===== config.mk =====
export PLATFORM = sky130hd
export DESIGN_NAME = fp8_mul
export DESIGN_NICKNAME = d
export VERILOG_FILES = /design/src/rtl/fp8_mul_pkg.sv /design/src/rtl/fp8_unpack.sv /design/src/rtl/fp8_sig_mul.sv /design/src/rtl/fp8_exp_pack.sv /design/src/rtl/fp8_mul.sv
export SDC_FILE = /design/constraint.sdc
export NUM_CORES = 1
export LEC_CHECK = 0
export BUFFER_PORTS_ARGS = -buffer_cell sky130_fd_sc_hd__buf_2
export CAP_MARGIN = 20
export CORE_MARGIN = 10
export CORE_UTILIZATION = 25
export CTS_CLUSTER_DIAMETER = 200
export CTS_CLUSTER_SIZE = 20
export DETAILED_ROUTE_END_ITERATION = 10
export PLACE_DENSITY = 0.42
export SLEW_MARGIN = 20
export SYNTH_ARGS = -nofsm -noshare
export SYNTH_HDL_FRONTEND = slang
export SYNTH_HIERARCHICAL = 1
export SYNTH_SLANG_ARGS = --single-unit

===== constraint.sdc =====
create_clock -name clk -period 6.4 [get_ports clk]
set_input_delay 0.96 -clock clk [delete_from_list [all_inputs] [get_ports clk]]
set_output_delay 0.96 -clock clk [all_outputs]
set_load 0.005 [all_outputs]

===== src/rtl/fp8_mul_pkg.sv =====
package fp8_mul_pkg;

    localparam int EXP_W   = 4;
    localparam int FRAC_W  = 3;
    localparam int WORD_W  = 1 + EXP_W + FRAC_W;
    localparam int SIG_W   = FRAC_W + 1;
    localparam int PROD_W  = 2 * SIG_W;
    localparam int BIAS    = (1 << (EXP_W - 1)) - 1;
    localparam int EXP_MAX = (1 << EXP_W) - 1;
    localparam int ESUM_W  = EXP_W + 2;

    typedef struct packed {
        logic              sgn;
        logic [EXP_W-1:0]  exp;
        logic [FRAC_W-1:0] frac;
    } fp8_t;

    typedef struct packed {
        logic              sgn;
        logic              zero;
        logic [EXP_W-1:0]  exp;
        logic [SIG_W-1:0]  sig;
    } operand_t;

    function automatic fp8_t signed_zero(input logic s);
        fp8_t r;
        r.sgn  = s;
        r.exp  = '0;
        r.frac = '0;
        return r;
    endfunction

    function automatic fp8_t largest_finite(input logic s);
        fp8_t r;
        r.sgn  = s;
        r.exp  = '1;
        r.frac = '1;
        return r;
    endfunction

endpackage


===== src/rtl/fp8_unpack.sv =====
module fp8_unpack
    import fp8_mul_pkg::*;
(
    input  fp8_t     word,
    output operand_t op
);
    always_comb begin
        op.sgn  = word.sgn;
        op.exp  = word.exp;
        op.zero = (word.exp == '0);
        op.sig  = {1'b1, word.frac};
    end
endmodule


===== src/rtl/fp8_sig_mul.sv =====
module fp8_sig_mul
    import fp8_mul_pkg::*;
(
    input  logic [SIG_W-1:0]  sig_a,
    input  logic [SIG_W-1:0]  sig_b,
    output logic              norm_shift,
    output logic [FRAC_W-1:0] frac
);
    logic [PROD_W-1:0] prod;
    logic [PROD_W-1:0] aligned;

    always_comb begin
        prod       = PROD_W'(sig_a) * PROD_W'(sig_b);
        norm_shift = prod[PROD_W-1];
        aligned    = norm_shift ? (prod >> 1) : prod;
        frac       = FRAC_W'(aligned >> (PROD_W - 2 - FRAC_W));
    end
endmodule


===== src/rtl/fp8_exp_pack.sv =====
module fp8_exp_pack
    import fp8_mul_pkg::*;
(
    input  operand_t          op_a,
    input  operand_t          op_b,
    input  logic              norm_shift,
    input  logic [FRAC_W-1:0] frac,
    output fp8_t              packed_res
);
    localparam logic [ESUM_W-1:0] OVF_LIMIT = ESUM_W'(EXP_MAX + BIAS);
    localparam logic [ESUM_W-1:0] UNF_LIMIT = ESUM_W'(1 + BIAS);

    logic              sgn;
    logic [ESUM_W-1:0] esum;

    always_comb begin
        sgn  = op_a.sgn ^ op_b.sgn;
        esum = ESUM_W'(op_a.exp) + ESUM_W'(op_b.exp) + ESUM_W'(norm_shift);
        if (op_a.zero || op_b.zero) begin
            packed_res = signed_zero(sgn);
        end else if (esum > OVF_LIMIT) begin
            packed_res = largest_finite(sgn);
        end else if (esum < UNF_LIMIT) begin
            packed_res = signed_zero(sgn);
        end else begin
            packed_res.sgn  = sgn;
            packed_res.exp  = EXP_W'(esum - ESUM_W'(BIAS));
            packed_res.frac = frac;
        end
    end
endmodule


===== src/rtl/fp8_mul.sv =====
module fp8_mul
    import fp8_mul_pkg::*;
(
    input  logic              clk,
    input  logic              rst,
    input  logic              in_valid,
    input  logic [WORD_W-1:0] a_in,
    input  logic [WORD_W-1:0] b_in,
    output logic              out_valid,
    output logic [WORD_W-1:0] result
);
    fp8_t              word_a, word_b, next_res;
    operand_t          op_a, op_b;
    logic              norm_shift;
    logic [FRAC_W-1:0] frac;

    assign word_a = a_in;
    assign word_b = b_in;

    fp8_unpack u_unpack_a (.word(word_a), .op(op_a));
    fp8_unpack u_unpack_b (.word(word_b), .op(op_b));

    fp8_sig_mul u_sig_mul (
        .sig_a      (op_a.sig),
        .sig_b      (op_b.sig),
        .norm_shift (norm_shift),
        .frac       (frac)
    );

    fp8_exp_pack u_exp_pack (
        .op_a       (op_a),
        .op_b       (op_b),
        .norm_shift (norm_shift),
        .frac       (frac),
        .packed_res (next_res)
    );

    always_ff @(posedge clk) begin
        if (rst) begin
            out_valid <= 1'b0;
            result    <= '0;
        end else begin
            out_valid <= in_valid;
            if (in_valid) begin
                result <= next_res;
            end
        end
    end
endmodule


==> load_flow_metrics.sql <==
INSERT INTO impl_metrics (metric_group, metric, value, unit) VALUES
('clock_network', 'cts_buffer_depth', '2', ''),
('critical_path', 'worstSetupStartpointType', 'input pin', ''),
('final_layout', 'final-seq-area', '180.2', 'sq um'),
('run', 'cap_violations', '0', ''),
('worst_hold_path', 'min_path_type', 'flop to flop', ''),
('logic_synthesis', 'ys_types', '42', ''),
('global_route', 'grt_max_degree', '10', ''),
('route', 'drt-vias-per-instance', '4.460', ''),
('pwr', 'power_switching', '0.00009094', 'W'),
('logic_synthesis', 'post_synth_instance_area', '1369', 'sq um'),
('clock_network', 'cts-resized-gates', '0', ''),
('critical_path', 'worst-endpoint-arrival', '5.10', 'ns'),
('pwr', 'combPwrFrac', '0.498', ''),
('pwr', 'switching_share', '0.3515', ''),
('route', 'dr_total_vias', '1008', ''),
('placement', 'gp_routability_congestion', '0.7679', ''),
('clock_network', 'h_tree_depth', '1', ''),
('timing', 'timing.final.hold_violations', '0', ''),
('clock_network', 'post_cts.repair.setup_buffers', '0', ''),
('timing', 'clock.fmax', '200.6', 'MHz'),
('outcome', 'result_of_the_run', 'finished clean', ''),
('global_route', 'antenna_found_initial', '0', ''),
('placement', 'io_buffer_count', '27', ''),
('die', 'width_of_the_die', '94.00', 'microns'),
('pwr', 'p_int', '0.0001677', 'W'),
('logic_synthesis', 'synth_top_area_share', '0.1371', ''),
('logic_synthesis', 'synth_top_cells_by_count', 'sky130_fd_sc_hd__buf_4, sky130_fd_sc_hd__ha_1, sky130_fd_sc_hd__nor2_1', ''),
('route', 'dr.pass1.iters', '4', ''),
('logic_synthesis', 'synthArstFlopShare', '0', ''),
('logic_synthesis', 'synth.area.top_cells', 'sky130_fd_sc_hd__ha_1, sky130_fd_sc_hd__dfxtp_1, sky130_fd_sc_hd__buf_4', ''),
('logic_synthesis', 'synth_enable_flop_cells', '0', ''),
('pwr', 'total_power', '0.0002587', 'W'),
('global_route', 'global_route.usage.met3', '0.01759', ''),
('timing', 'finalCriticalPeriod', '4.985', 'ns'),
('final_layout', 'drive_gt1_frac', '0.2821', ''),
('global_route', 'grt.overflow.total', '0', ''),
('logic_synthesis', 'mean_post_synth_cell_area', '9.312', 'sq um'),
('pwr', 'power.density', '175.9', 'nW/um^2'),
('logic_synthesis', 'syn-instance-count', '147', ''),
('die', 'ioPinCount', '28', ''),
('logic_synthesis', 'synth_fp_nets', '187', ''),
('clock_network', 'clk_pin_slew', '0.04', 'ns'),
('logic_synthesis', 'yosys.cell_count.top_type', 'sky130_fd_sc_hd__buf_4', ''),
('logic_synthesis', 'postSynth.topFlopCell', 'sky130_fd_sc_hd__dfxtp_1', ''),
('route', 'drt_drc_violations_left', '0', ''),
('die', 'floorplan.initialDensity', '0.2630', ''),
('critical_path', 'cp_max_fo', '6', ''),
('global_route', 'global_router_s_overall_resource_usage', '0.06322', ''),
('pwr', 'vdd_ir_drop_max', '0.07448', 'mV'),
('logic_synthesis', 'postSynthRegisterBits', '9', ''),
('final_layout', 'area_growth', '7.404', '%'),
('global_route', 'wire_length_of_the_first_global_routing_pass', '4.761', 'mm'),
('clock_network', 'clockRootBuffer', 'sky130_fd_sc_hd__clkbuf_8', ''),
('global_route', 'grt-busiest-layer', 'met2', ''),
('logic_synthesis', 'synth_seq_area_share', '0.1316', ''),
('clock_network', 'clk_latency', '0.23', 'ns'),
('route', 'antenna_left', '0', ''),
('critical_path', 'setup.reg_to_reg.worst_slack', '5.80', 'ns'),
('placement', 'dpl.hpwl', '2.459', 'mm'),
('final_layout', 'antenna-diode-count', '0', ''),
('die', 'placeable_area', '5205', 'sq um'),
('route', 'wl', '2.736', 'mm'),
('global_route', 'met2_usage', '0.1158', ''),
('timing', 'finalClockSkew', '0', 'ns'),
('clock_network', 'cts_tree', 'built', ''),
('die', 'std_cell_rows', '26', ''),
('final_layout', 'layout.nets', '197', ''),
('timing', 'setup_violations', '0', ''),
('route', 'detail_route.iter0.violations', '19', ''),
('timing', 'final-max-slew-violation-count', '0', ''),
('timing', 'rsz0062_at_grt', 'false', '');
final timing paths:
kind                            startpoint   endpoint  cells after the start
worst max-delay path               a_in[0]  result[1]                     17
worst min-delay path             result[5]  result[5]                      2
worst max register to register   result[1]  result[1]                      2
worst min register to register   result[5]  result[5]                      2
power groups by stage:
stage	clock (W)	combinational, W	sequential, W
after floorplan	0	0.000106	0.0000680
after global placement	0	0.000129	0.0000669
after CTS	0.0000664	0.000132	0.0000661
final	0.0000639	0.000129	0.0000661
after detailed placement	0	0.000131	0.0000671
after global routing	0.0000704	0.000147	0.0000669
worst max-delay path, stage by stage:
cell and delay (ns):
sky130_fd_sc_hd__buf_2 0.11, sky130_fd_sc_hd__nand2_1 0.08, sky130_fd_sc_hd__fa_1 0.53, sky130_fd_sc_hd__inv_1 0.05, sky130_fd_sc_hd__fa_1 0.41, sky130_fd_sc_hd__ha_1 0.39
sky130_fd_sc_hd__nand4_2 0.15, sky130_fd_sc_hd__or3_1 0.38, sky130_fd_sc_hd__o221a_4 0.15, sky130_fd_sc_hd__fa_1 0.42, sky130_fd_sc_hd__fa_1 0.42, sky130_fd_sc_hd__a21o_1 0.20
sky130_fd_sc_hd__a21oi_4 0.26, sky130_fd_sc_hd__nor3_4 0.09, sky130_fd_sc_hd__o31a_1 0.29, sky130_fd_sc_hd__mux2i_1 0.15, sky130_fd_sc_hd__nor2_1 0.06
per-stage QoR:
stage / setup slack (ns) / area [sq um] / instances / hold WS (ns) / util
after floorplan: 1.431 / 1369 / 147 / 0.4850 / -
after global placement: 1.273 / 1425 / 222 / 0.4710 / 0.2738
after detailed placement: 1.164 / 1425 / 222 / 0.4853 / 0.2738
after CTS: 1.399 / 1470 / 226 / 0.4962 / 0.2825
after global routing: 1.219 / 1470 / 226 / 0.5357 / 0.2825
final: 1.415 / 1470 / 226 / 0.4863 / 0.2825
sequential cells by signal, summed over array words and instances, names as in the netlist:
name,flops
result,8
out_valid,1
cell usage in the layout, fill, tap and decap left out, types with 2 or more instances in the layout:
cell type / count
sky130_fd_sc_hd__mux2i_1: 10
sky130_fd_sc_hd__dfxtp_1: 9
sky130_fd_sc_hd__conb_1: 2
sky130_fd_sc_hd__ha_1: 15
sky130_fd_sc_hd__o31a_1: 6
sky130_fd_sc_hd__nand2_1: 6
sky130_fd_sc_hd__inv_1: 5
sky130_fd_sc_hd__a21o_1: 2
sky130_fd_sc_hd__nor2b_1: 2
sky130_fd_sc_hd__o21ai_0: 3
sky130_fd_sc_hd__nand3_1: 2
sky130_fd_sc_hd__xnor2_1: 2
sky130_fd_sc_hd__a21oi_1: 2
sky130_fd_sc_hd__nor4_2: 2
sky130_fd_sc_hd__and2b_2: 2
sky130_fd_sc_hd__nor2_1: 13
sky130_fd_sc_hd__clkbuf_8: 3
sky130_fd_sc_hd__buf_2: 27
sky130_fd_sc_hd__xor2_1: 6
sky130_fd_sc_hd__and2_1: 10
sky130_fd_sc_hd__fa_1: 6
layer usage:
metal  vias to the layer above  routed length, microns
met5                         -                       0
met4                         0                      17
met3                         2                     161
met2                        18                    1386
met1                       469                    1170
li1                        519                       -
cells by family (layout without fill, tap and decap cells):
group,count (synthesis),after routing,synth area share
buffers and inverters,27,36,0.1353
AND/OR/NAND/NOR,43,43,0.1874
other,2,2,0.005487
adder cells (fa/ha/maj),21,21,0.2249
AO/OA/AOI/OAI,27,27,0.1910
flip-flops,9,9,0.1316
multiplexers,10,10,0.07313
XOR/XNOR,8,8,0.05119
cell type report:
type                    instances  share of cell area
well taps                      70             0.05957
multi-input cells             111              0.6826
inverters                       5             0.01277
repair buffers                 27             0.09192
clock buffers                   4             0.03064
flip-flops and latches          9              0.1226
(Power assumes the default switching activity.)
